## src/rtl/vcache_pkg.sv

```systemverilog
package vcache_pkg;
  typedef struct packed {
    logic respond;
    logic hit;
    logic fromVictim;
    logic fillMain;
    logic pushVictim;
  } ctrlStrobes_t;
endpackage

```

## src/rtl/vcache_datapath.sv

```systemverilog
module vcache_datapath
  import vcache_pkg::*;
#(
  parameter int ADDR_W   = 16,
  parameter int OFFSET_W = 4,
  parameter int SETS     = 4,
  parameter int VICTIMS  = 2,
  localparam int INDEX_W = $clog2(SETS),
  localparam int LINE_W  = ADDR_W - OFFSET_W,
  localparam int TAG_W   = LINE_W - INDEX_W,
  localparam int VIC_W   = $clog2(VICTIMS)
) (
  input  logic                      clk,
  input  logic                      rst,
  input  logic [ADDR_W-1:0]         refAddr,
  input  ctrlStrobes_t              strobes,
  input  logic [VIC_W-1:0]          slotSel,
  output logic                      mainHit,
  output logic [VICTIMS-1:0]        victimMatch,
  output logic                      setValid,
  output logic [VICTIMS-1:0]        victimValid,
  output logic [VIC_W-1:0]          lruIdx,
  output logic [SETS-1:0]           mainValid,
  output logic [SETS*LINE_W-1:0]    mainLine,
  output logic [VICTIMS*LINE_W-1:0] victimLine
);
  logic [SETS-1:0]    mainValidQ;
  logic [TAG_W-1:0]   mainTagQ [SETS];
  logic [VICTIMS-1:0] vicValidQ;
  logic [LINE_W-1:0]  vicLineQ [VICTIMS];
  logic [VIC_W-1:0]   rankQ    [VICTIMS];

  logic [LINE_W-1:0]  refLine;
  logic [INDEX_W-1:0] refIdx;
  logic [TAG_W-1:0]   refTag;
  logic [LINE_W-1:0]  oldLine;

  assign refLine = refAddr[ADDR_W-1:OFFSET_W];
  assign refIdx  = refLine[INDEX_W-1:0];
  assign refTag  = refLine[LINE_W-1:INDEX_W];
  assign setValid = mainValidQ[refIdx];
  assign mainHit  = mainValidQ[refIdx] && (mainTagQ[refIdx] == refTag);
  assign oldLine  = {mainTagQ[refIdx], refIdx};
  assign victimValid = vicValidQ;
  assign mainValid   = mainValidQ;

  for (genvar s = 0; s < SETS; s++) begin : g_main
    assign mainLine[s*LINE_W +: LINE_W] = {mainTagQ[s], INDEX_W'(s)};
  end

  for (genvar k = 0; k < VICTIMS; k++) begin : g_vic
    assign victimMatch[k] = vicValidQ[k] && (vicLineQ[k] == refLine);
    assign victimLine[k*LINE_W +: LINE_W] = vicLineQ[k];
  end

  always_comb begin
    lruIdx = '0;
    for (int k = 0; k < VICTIMS; k++)
      if (rankQ[k] == VIC_W'(VICTIMS-1)) lruIdx = VIC_W'(k);
  end

  always_ff @(posedge clk) begin
    if (rst) begin
      mainValidQ <= '0;
      vicValidQ  <= '0;
      for (int s = 0; s < SETS; s++) mainTagQ[s] <= '0;
      for (int k = 0; k < VICTIMS; k++) begin
        vicLineQ[k] <= '0;
        rankQ[k]    <= VIC_W'(k);
      end
    end else begin
      if (strobes.fillMain) begin
        mainValidQ[refIdx] <= 1'b1;
        mainTagQ[refIdx]   <= refTag;
      end
      if (strobes.pushVictim) begin
        vicValidQ[slotSel] <= mainValidQ[refIdx];
        vicLineQ[slotSel]  <= oldLine;
        for (int k = 0; k < VICTIMS; k++) begin
          if (VIC_W'(k) == slotSel) rankQ[k] <= '0;
          else if (rankQ[k] < rankQ[slotSel]) rankQ[k] <= rankQ[k] + 1'b1;
        end
      end
    end
  end


  victim_onehot_chk: assert property (@(posedge clk) disable iff (rst)
    $onehot0(victimMatch));


  exclusive_hit_chk: assert property (@(posedge clk) disable iff (rst)
    !(mainHit && (|victimMatch)));


  fill_lands_chk: assert property (@(posedge clk) disable iff (rst)
    strobes.fillMain |=> mainValidQ[$past(refIdx)] && (mainTagQ[$past(refIdx)] == $past(refTag)));


  touch_mru_chk: assert property (@(posedge clk) disable iff (rst)
    strobes.pushVictim |=> lruIdx != $past(slotSel));
endmodule

```

## src/rtl/vcache_ctrl.sv

```systemverilog
module vcache_ctrl
  import vcache_pkg::*;
#(
  parameter int VICTIMS = 2,
  localparam int VIC_W  = $clog2(VICTIMS)
) (
  input  logic               clk,
  input  logic               rst,
  input  logic               refValid,
  input  logic               mainHit,
  input  logic [VICTIMS-1:0] victimMatch,
  input  logic               setValid,
  input  logic [VICTIMS-1:0] victimValid,
  input  logic [VIC_W-1:0]   lruIdx,
  output ctrlStrobes_t       strobes,
  output logic [VIC_W-1:0]   slotSel,
  output logic               respValid,
  output logic               respHit,
  output logic               respFromVictim
);
  logic             anyVic;
  logic [VIC_W-1:0] hitIdx;
  logic             freeFound;
  logic [VIC_W-1:0] freeIdx;

  assign anyVic = |victimMatch;

  always_comb begin
    hitIdx    = '0;
    freeFound = 1'b0;
    freeIdx   = '0;
    for (int k = 0; k < VICTIMS; k++)
      if (victimMatch[k]) hitIdx = VIC_W'(k);
    for (int k = VICTIMS-1; k >= 0; k--)
      if (!victimValid[k]) begin
        freeFound = 1'b1;
        freeIdx   = VIC_W'(k);
      end
  end

  always_comb begin
    strobes            = '0;
    strobes.respond    = refValid;
    strobes.hit        = refValid && (mainHit || anyVic);
    strobes.fromVictim = refValid && anyVic;
    strobes.fillMain   = refValid && !mainHit;
    strobes.pushVictim = refValid && !mainHit && (anyVic || setValid);
    if (anyVic)         slotSel = hitIdx;
    else if (freeFound) slotSel = freeIdx;
    else                slotSel = lruIdx;
  end

  always_ff @(posedge clk) begin
    if (rst) begin
      respValid      <= 1'b0;
      respHit        <= 1'b0;
      respFromVictim <= 1'b0;
    end else begin
      respValid      <= strobes.respond;
      respHit        <= strobes.hit;
      respFromVictim <= strobes.fromVictim;
    end
  end


  resp_follows_chk: assert property (@(posedge clk) disable iff (rst)
    refValid |=> respValid);


  no_spurious_resp_chk: assert property (@(posedge clk) disable iff (rst)
    !refValid |=> !respValid);


  evict_target_chk: assert property (@(posedge clk) disable iff (rst)
    (strobes.pushVictim && !anyVic) |-> (!victimValid[slotSel] || (slotSel == lruIdx)));
endmodule

```

## src/rtl/victim_dm_cache.sv

```systemverilog
module victim_dm_cache
  import vcache_pkg::*;
#(
  parameter int ADDR_W   = 16,
  parameter int OFFSET_W = 4,
  parameter int SETS     = 4,
  parameter int VICTIMS  = 2,
  localparam int LINE_W  = ADDR_W - OFFSET_W,
  localparam int VIC_W   = $clog2(VICTIMS)
) (
  input  logic                      clk,
  input  logic                      rst,
  input  logic                      refValid,
  input  logic [ADDR_W-1:0]         refAddr,
  output logic                      respValid,
  output logic                      respHit,
  output logic                      respFromVictim,
  output logic [SETS-1:0]           mainValid,
  output logic [SETS*LINE_W-1:0]    mainLine,
  output logic [VICTIMS-1:0]        victimValid,
  output logic [VICTIMS*LINE_W-1:0] victimLine,
  output logic [VIC_W-1:0]          victimLru
);
  ctrlStrobes_t       strobes;
  logic [VIC_W-1:0]   slotSel;
  logic               mainHit;
  logic [VICTIMS-1:0] victimMatch;
  logic               setValid;

  vcache_datapath #(
    .ADDR_W(ADDR_W), .OFFSET_W(OFFSET_W), .SETS(SETS), .VICTIMS(VICTIMS)
  ) u_dp (
    .clk(clk), .rst(rst), .refAddr(refAddr), .strobes(strobes), .slotSel(slotSel),
    .mainHit(mainHit), .victimMatch(victimMatch), .setValid(setValid),
    .victimValid(victimValid), .lruIdx(victimLru), .mainValid(mainValid),
    .mainLine(mainLine), .victimLine(victimLine)
  );

  vcache_ctrl #(.VICTIMS(VICTIMS)) u_ctrl (
    .clk(clk), .rst(rst), .refValid(refValid), .mainHit(mainHit),
    .victimMatch(victimMatch), .setValid(setValid), .victimValid(victimValid),
    .lruIdx(victimLru), .strobes(strobes), .slotSel(slotSel),
    .respValid(respValid), .respHit(respHit), .respFromVictim(respFromVictim)
  );
endmodule

```

## config.mk

```make
export PLATFORM = sky130hd
export DESIGN_NAME = victim_dm_cache
export DESIGN_NICKNAME = d
export VERILOG_FILES = /design/src/rtl/vcache_pkg.sv /design/src/rtl/vcache_datapath.sv /design/src/rtl/vcache_ctrl.sv /design/src/rtl/victim_dm_cache.sv
export SDC_FILE = /design/constraint.sdc
export NUM_CORES = 1
export LEC_CHECK = 0
export BUFFER_PORTS_ARGS = -buffer_cell sky130_fd_sc_hd__buf_2
export CAP_MARGIN = 10
export CORE_UTILIZATION = 53
export DETAILED_ROUTE_END_ITERATION = 10
export PLACE_DENSITY_LB_ADDON = 0.1
export SKIP_CTS_REPAIR_TIMING = 1
export SLEW_MARGIN = 0
export SYNTH_ARGS = -nofsm -noshare
export SYNTH_HDL_FRONTEND = slang
export SYNTH_SLANG_ARGS = --single-unit
export TNS_END_PERCENT = 20
```

## constraint.sdc

```tcl
create_clock -name clk -period 3.9 [get_ports clk]
set_input_delay 0.78 -clock clk [delete_from_list [all_inputs] [get_ports clk]]
set_output_delay 0.78 -clock clk [all_outputs]
set_load 0.02 [all_outputs]
```

After elaboration in Yosys (flattened, before gate mapping) --
Memory sizes are Yosys's and may differ from the RTL's. Index checks and enable logic that the tools add are counted.
Operators by class: add/sub/neg operators 2, $mul 0, div/mod/pow operators 0, $lt $le $gt $ge 6, eq/ne operators 3, shift operators 0, muxes and demuxes 50, bitwise operators 5, reductions and logical operators 15
Operator list (count):
- 1-bit two-way mux | 43
- 12-bit == test | 2
- 12-bit two-way mux | 1
- 12-bit OR reduction | 1
- 10-bit == test | 1
- 10-bit two-way mux | 1
- 10-bit OR reduction | 1
- 1-bit logical AND | 9
- 1-bit bitwise OR | 4
- 4-bit bitwise OR | 1
- 2-bit by 3-bit < comparator with 1-bit output (second input constant) | 1
- 1-bit adder (second input constant) | 2
- 1-bit binary-select mux with 2-bit select | 1
- 2-bit bitwise mux | 1
- 1-bit demux with 2-bit select | 1
- 2-bit by 1-bit greater-or-equal comparator with 1-bit output (second input constant) | 1
- 1-bit logical OR | 2
- 1-bit < comparator | 2
- 1-bit by 2-bit < comparator with 1-bit output (second input constant) | 1
- 2-bit two-way mux | 1
- 2-bit OR reduction | 1
- 1-bit demux with 1-bit select | 1
- 1-bit greater-or-equal comparator (second input constant) | 1
- 1-bit logical NOT | 1
Word-level totals: register bits 9, latch bits 0, RAM bits 66, ROM bits 0, bits of input ports 19, output and inout bits 82, logic and storage cells 89, memories 3
Memories:
- u_dp.mainTagQ | depth 4, bits a word 10, read ports 5, clocked after memory_dff 0, write ports 4, line vcache_datapath.sv:28 | logic [TAG_W-1:0] mainTagQ [SETS];
- u_dp.vicLineQ | depth 2, bits a word 12, read ports 2, clocked after memory_dff 0, write ports 2, line vcache_datapath.sv:30 | logic [LINE_W-1:0] vicLineQ [VICTIMS];
- u_dp.rankQ | depth 2, bits a word 1, read ports 3, clocked after memory_dff 0, write ports 2, line vcache_datapath.sv:31 | logic [VIC_W-1:0] rankQ [VICTIMS];

Logic depth before layout (Yosys ltp) --
An unclocked memory read counts as a cell.
word-level depth 13, mapped depth 10, mapped depth without buffers 6

By module --
From an unflattened synthesis, not the netlist that was laid out.
Second synthesis, totals: cell total of the unflattened synthesis 302, area total of the unflattened synthesis 3595.9 um^2
Modules (own cells, without submodules):
- vcache_datapath | times used 1, cells each 285, area each 3453.3 um^2, seq. area each 2102.0 um^2
- vcache_ctrl | times used 1, cells each 17, area each 142.6 um^2, seq. area each 60.1 um^2

Least setup slack after synthesis --
OpenSTA, ideal clock, no wires.
kind input-to-reg, from in refAddr[4], to mem u_dp.vicLineQ[0][0] in the netlist's numbering, enable pin, library setup time 0.398 ns, arrival 3.096 ns, required time 3.502 ns, setup slack 0.407 ns, stages on the path 9, buffers on the path 3, cell sequence buf_6 buf_6 mux4_2 xnor2_1 nand4_1 nor3_2 buf_4 nand2b_1 o21ai_0
RTL lines:
- start, declared | line victim_dm_cache.sv:14 | input logic [ADDR_W-1:0] refAddr,
- end, declared | line vcache_datapath.sv:30

==> results.tsv <==
metric	value	unit
Starting Density	56.1	%
Top Ports	101	
Tot GR Track Use	25.5	%
Hold Crit Start	u_dp.mainValid[3]$_SDFFE_PP0P_	
Slowest cell on crit path	mux4_2	
Power Dens Cells	415	nW/um2
vias in the first global route	2557	
H-Tree Depth	3	
GRT overflow	0	
die height	87.5	um
reg2reg start	u_dp.mainTagQ[3][6]$_DFFE_PP_	
CP peak stage delay	640	ps
die area	7650	um2
Placeable Area	6910	um2
Vias	2637	
Residual DRC	0	
total leakage power	0.00187	uW
Num CTS Buffers	9	
final core utilization	66.5	%
routed vias/inst	5.31	
initial DRC count	125	
critical path endpoint category	flop	
CP arrival	3250	ps
Reg clk slew, reported paths	80	ps
Worst EP required	3970	ps
WL met1	3.89	mm
max layer used	met4	
clk sinks	75	
Fin. Hold Viols	0	
worst skew pair latency	350	ps
Yosys reg bits	75	
syn avg cell area	12.5	um2
status	completed	
startpoint types	primary input	
antenna-violating nets left	0	
DR WL met2	4.28	mm
sequential area share after synthesis	55.9	%
Relative slew margins	62.2	%
Final min period	3180	ps
Layout Area Growth over Synthesis	18.7	%
commonest non-fill, non-tap cells in the layout	buf_2 (88), edfxtp_1 (66), and2_1 (46)	
# rows	30	
Nets	415	
pin count of the biggest net entering global routing	25	
critical path depth in cells	8	
root buffer cell	clkbuf_8	
number of standard cells after synthesis	310	
critical-path maximum fanout	22	
RSZ-0062 raised after global routing	false	
setup TNS	0	ps
VDD IR max	0.000292	V
drt total wl	9.01	mm
Max Cap Viol	0	
Reg2Reg Setup Slack	1270	ps
most common cell after layout, fill and taps aside	buf_2	
worst-margin pin slew	567	ps
Die Wd	87.5	um
initial antenna violation count	0	
Final setup viols	0	
Slew Viols, Final	0	
buffers and inverters on the worst path	2	
GP Congestion	0.860	
wire length on met3	642	um
DR pass1 iterations	4	
I/O Buffers	88	
CP Class	in2reg	
Detail Placement HPWL	6.53	mm
CP delay by family, top	simple AND/OR/NAND/NOR gates	
first-pass GRT wire length	13.6	mm
layout cell share with drive strength beyond 1	36.2	%
Post-Syn Area	3870	um2
worst-path cell chain	buf_2 > mux4_2 > xnor2_1 > nand4_1 > nor3_2 > buf_4 > nor4_2 > or2_2	
f_max	0.315	GHz
synth warn	0	
antenna cells	0	
CTS tree	done	
Fin Hold WS	475	ps
Netlist cell types	41	
Clock Skew	10.9	ps
Wirelength per Cell	18.1	um
Hold Path Depth	2	
worst hold path type	reg2reg	
Longest Clk Path Bufs	2	
r2r worst-path depth	7	
final period utilization	81.5	%
worst-case hold path end point	u_dp.mainValid[3]$_SDFFE_PP0P_	
RR Endpoint	u_dp.mainTagQ[0][1]$_SDFFCE_PN0P_	
## worst min-delay path, stage by stage, from the launching register on
cell and delay [ps]:
dfxtp_1 330, nand2_1 60, o31ai_1 50
## power breakdown
group,internal (uW),total (uW),switching (uW)
clock network,358,648,291
registers,922,956,33.3
logic,116,302,186
## registers in the layout, summed over array words and instances (netlist names)
signal                 flops
u_dp.mainTagQ             40
u_dp.vicLineQ             24
u_dp.mainValid             4
u_dp.rankQ                 2
u_dp.victimValid           2
u_ctrl.respFromVictim      1
u_ctrl.respHit             1
u_ctrl.respValid           1
## final cells by class
cell class / instances / area, um2
fill: 576 / 2310
sequential: 75 / 2160
clock inverter: 7 / 90.1
tap: 96 / 120
timing repair buffer: 102 / 546
clock buffer: 9 / 124
inverter: 4 / 15.0
multi-input combinational: 204 / 1540
## Yosys cell counts (all sizes together)
library cell  number  area share (%)
nor4b              2            0.78
nand4b             1            0.23
mux4              11             6.4
or2                5            0.81
mux2i              9             2.3
nand2b             1            0.16
nor3b              1            0.19
nor2              23             2.2
a311o              1            0.26
nand2             11             1.1
and3               5            0.81
a21boi             1            0.19
dfxtp              9             4.7
buf               16             2.9
conb               2            0.19
edfxtp            66              51
nor3               3            0.52
clkbuf            17             1.7
nand3              3            0.39
nor4               3            0.81
and3b              1            0.23
o31a               1            0.23
a21oi              4            0.52
inv                4            0.39
o21ai              8             1.0
a31oi              1            0.16
mux2               7             2.0
a21o               3            0.58
o31ai              1            0.19
and2              46             7.4
nand4              6            0.97
o21bai             2            0.39
xnor2             34             7.7
or3                1            0.16
o211ai             1            0.19
## through the flow
stage	instances	worst slack (ps)	area [um2]	power, uW
floorplan	316	407	3890	1180
global placement	481	369	4380	1270
detailed placement	481	338	4380	1280
CTS	497	703	4600	1920
global route	497	555	4600	1980
finish	497	721	4600	1910
## routing by layer
layer	vias to the layer above	track usage (%)
li1	1249	-
met1	1259	35.1
met2	114	40.1
met3	15	4.36
met4	0	11.2
met5	-	0
## cells by family after synthesis
kind of cell,Yosys count,synth area share [%]
and+or+nand+nor,112,16.8
DFF,75,55.8
buffers and inverters,37,4.98
xor gates and xnor gates,34,7.69
muxes,27,10.8
AOI/OAI and AO/OA,23,3.75
other,2,0.194
## worst max path at each step
| stage | startpoint | to | slack, ps |
|---|---|---|---|
| after floorplan | refAddr[4] | u_dp.vicLineQ[0][0]$_SDFFCE_PN0P_ | 410 |
| after global placement | refAddr[4] | u_dp.mainTagQ[0][4]$_SDFFCE_PN0P_ | 370 |
| after global routing | refAddr[4] | u_dp.mainTagQ[0][6]$_SDFFCE_PN0P_ | 550 |
| after detailed placement | refAddr[4] | u_dp.mainTagQ[0][4]$_SDFFCE_PN0P_ | 340 |
| final | refAddr[4] | u_dp.mainTagQ[0][1]$_SDFFCE_PN0P_ | 720 |
| after CTS | refAddr[4] | u_dp.mainTagQ[0][1]$_SDFFCE_PN0P_ | 700 |
No activity file was read; power rests on OpenSTA's default activity.
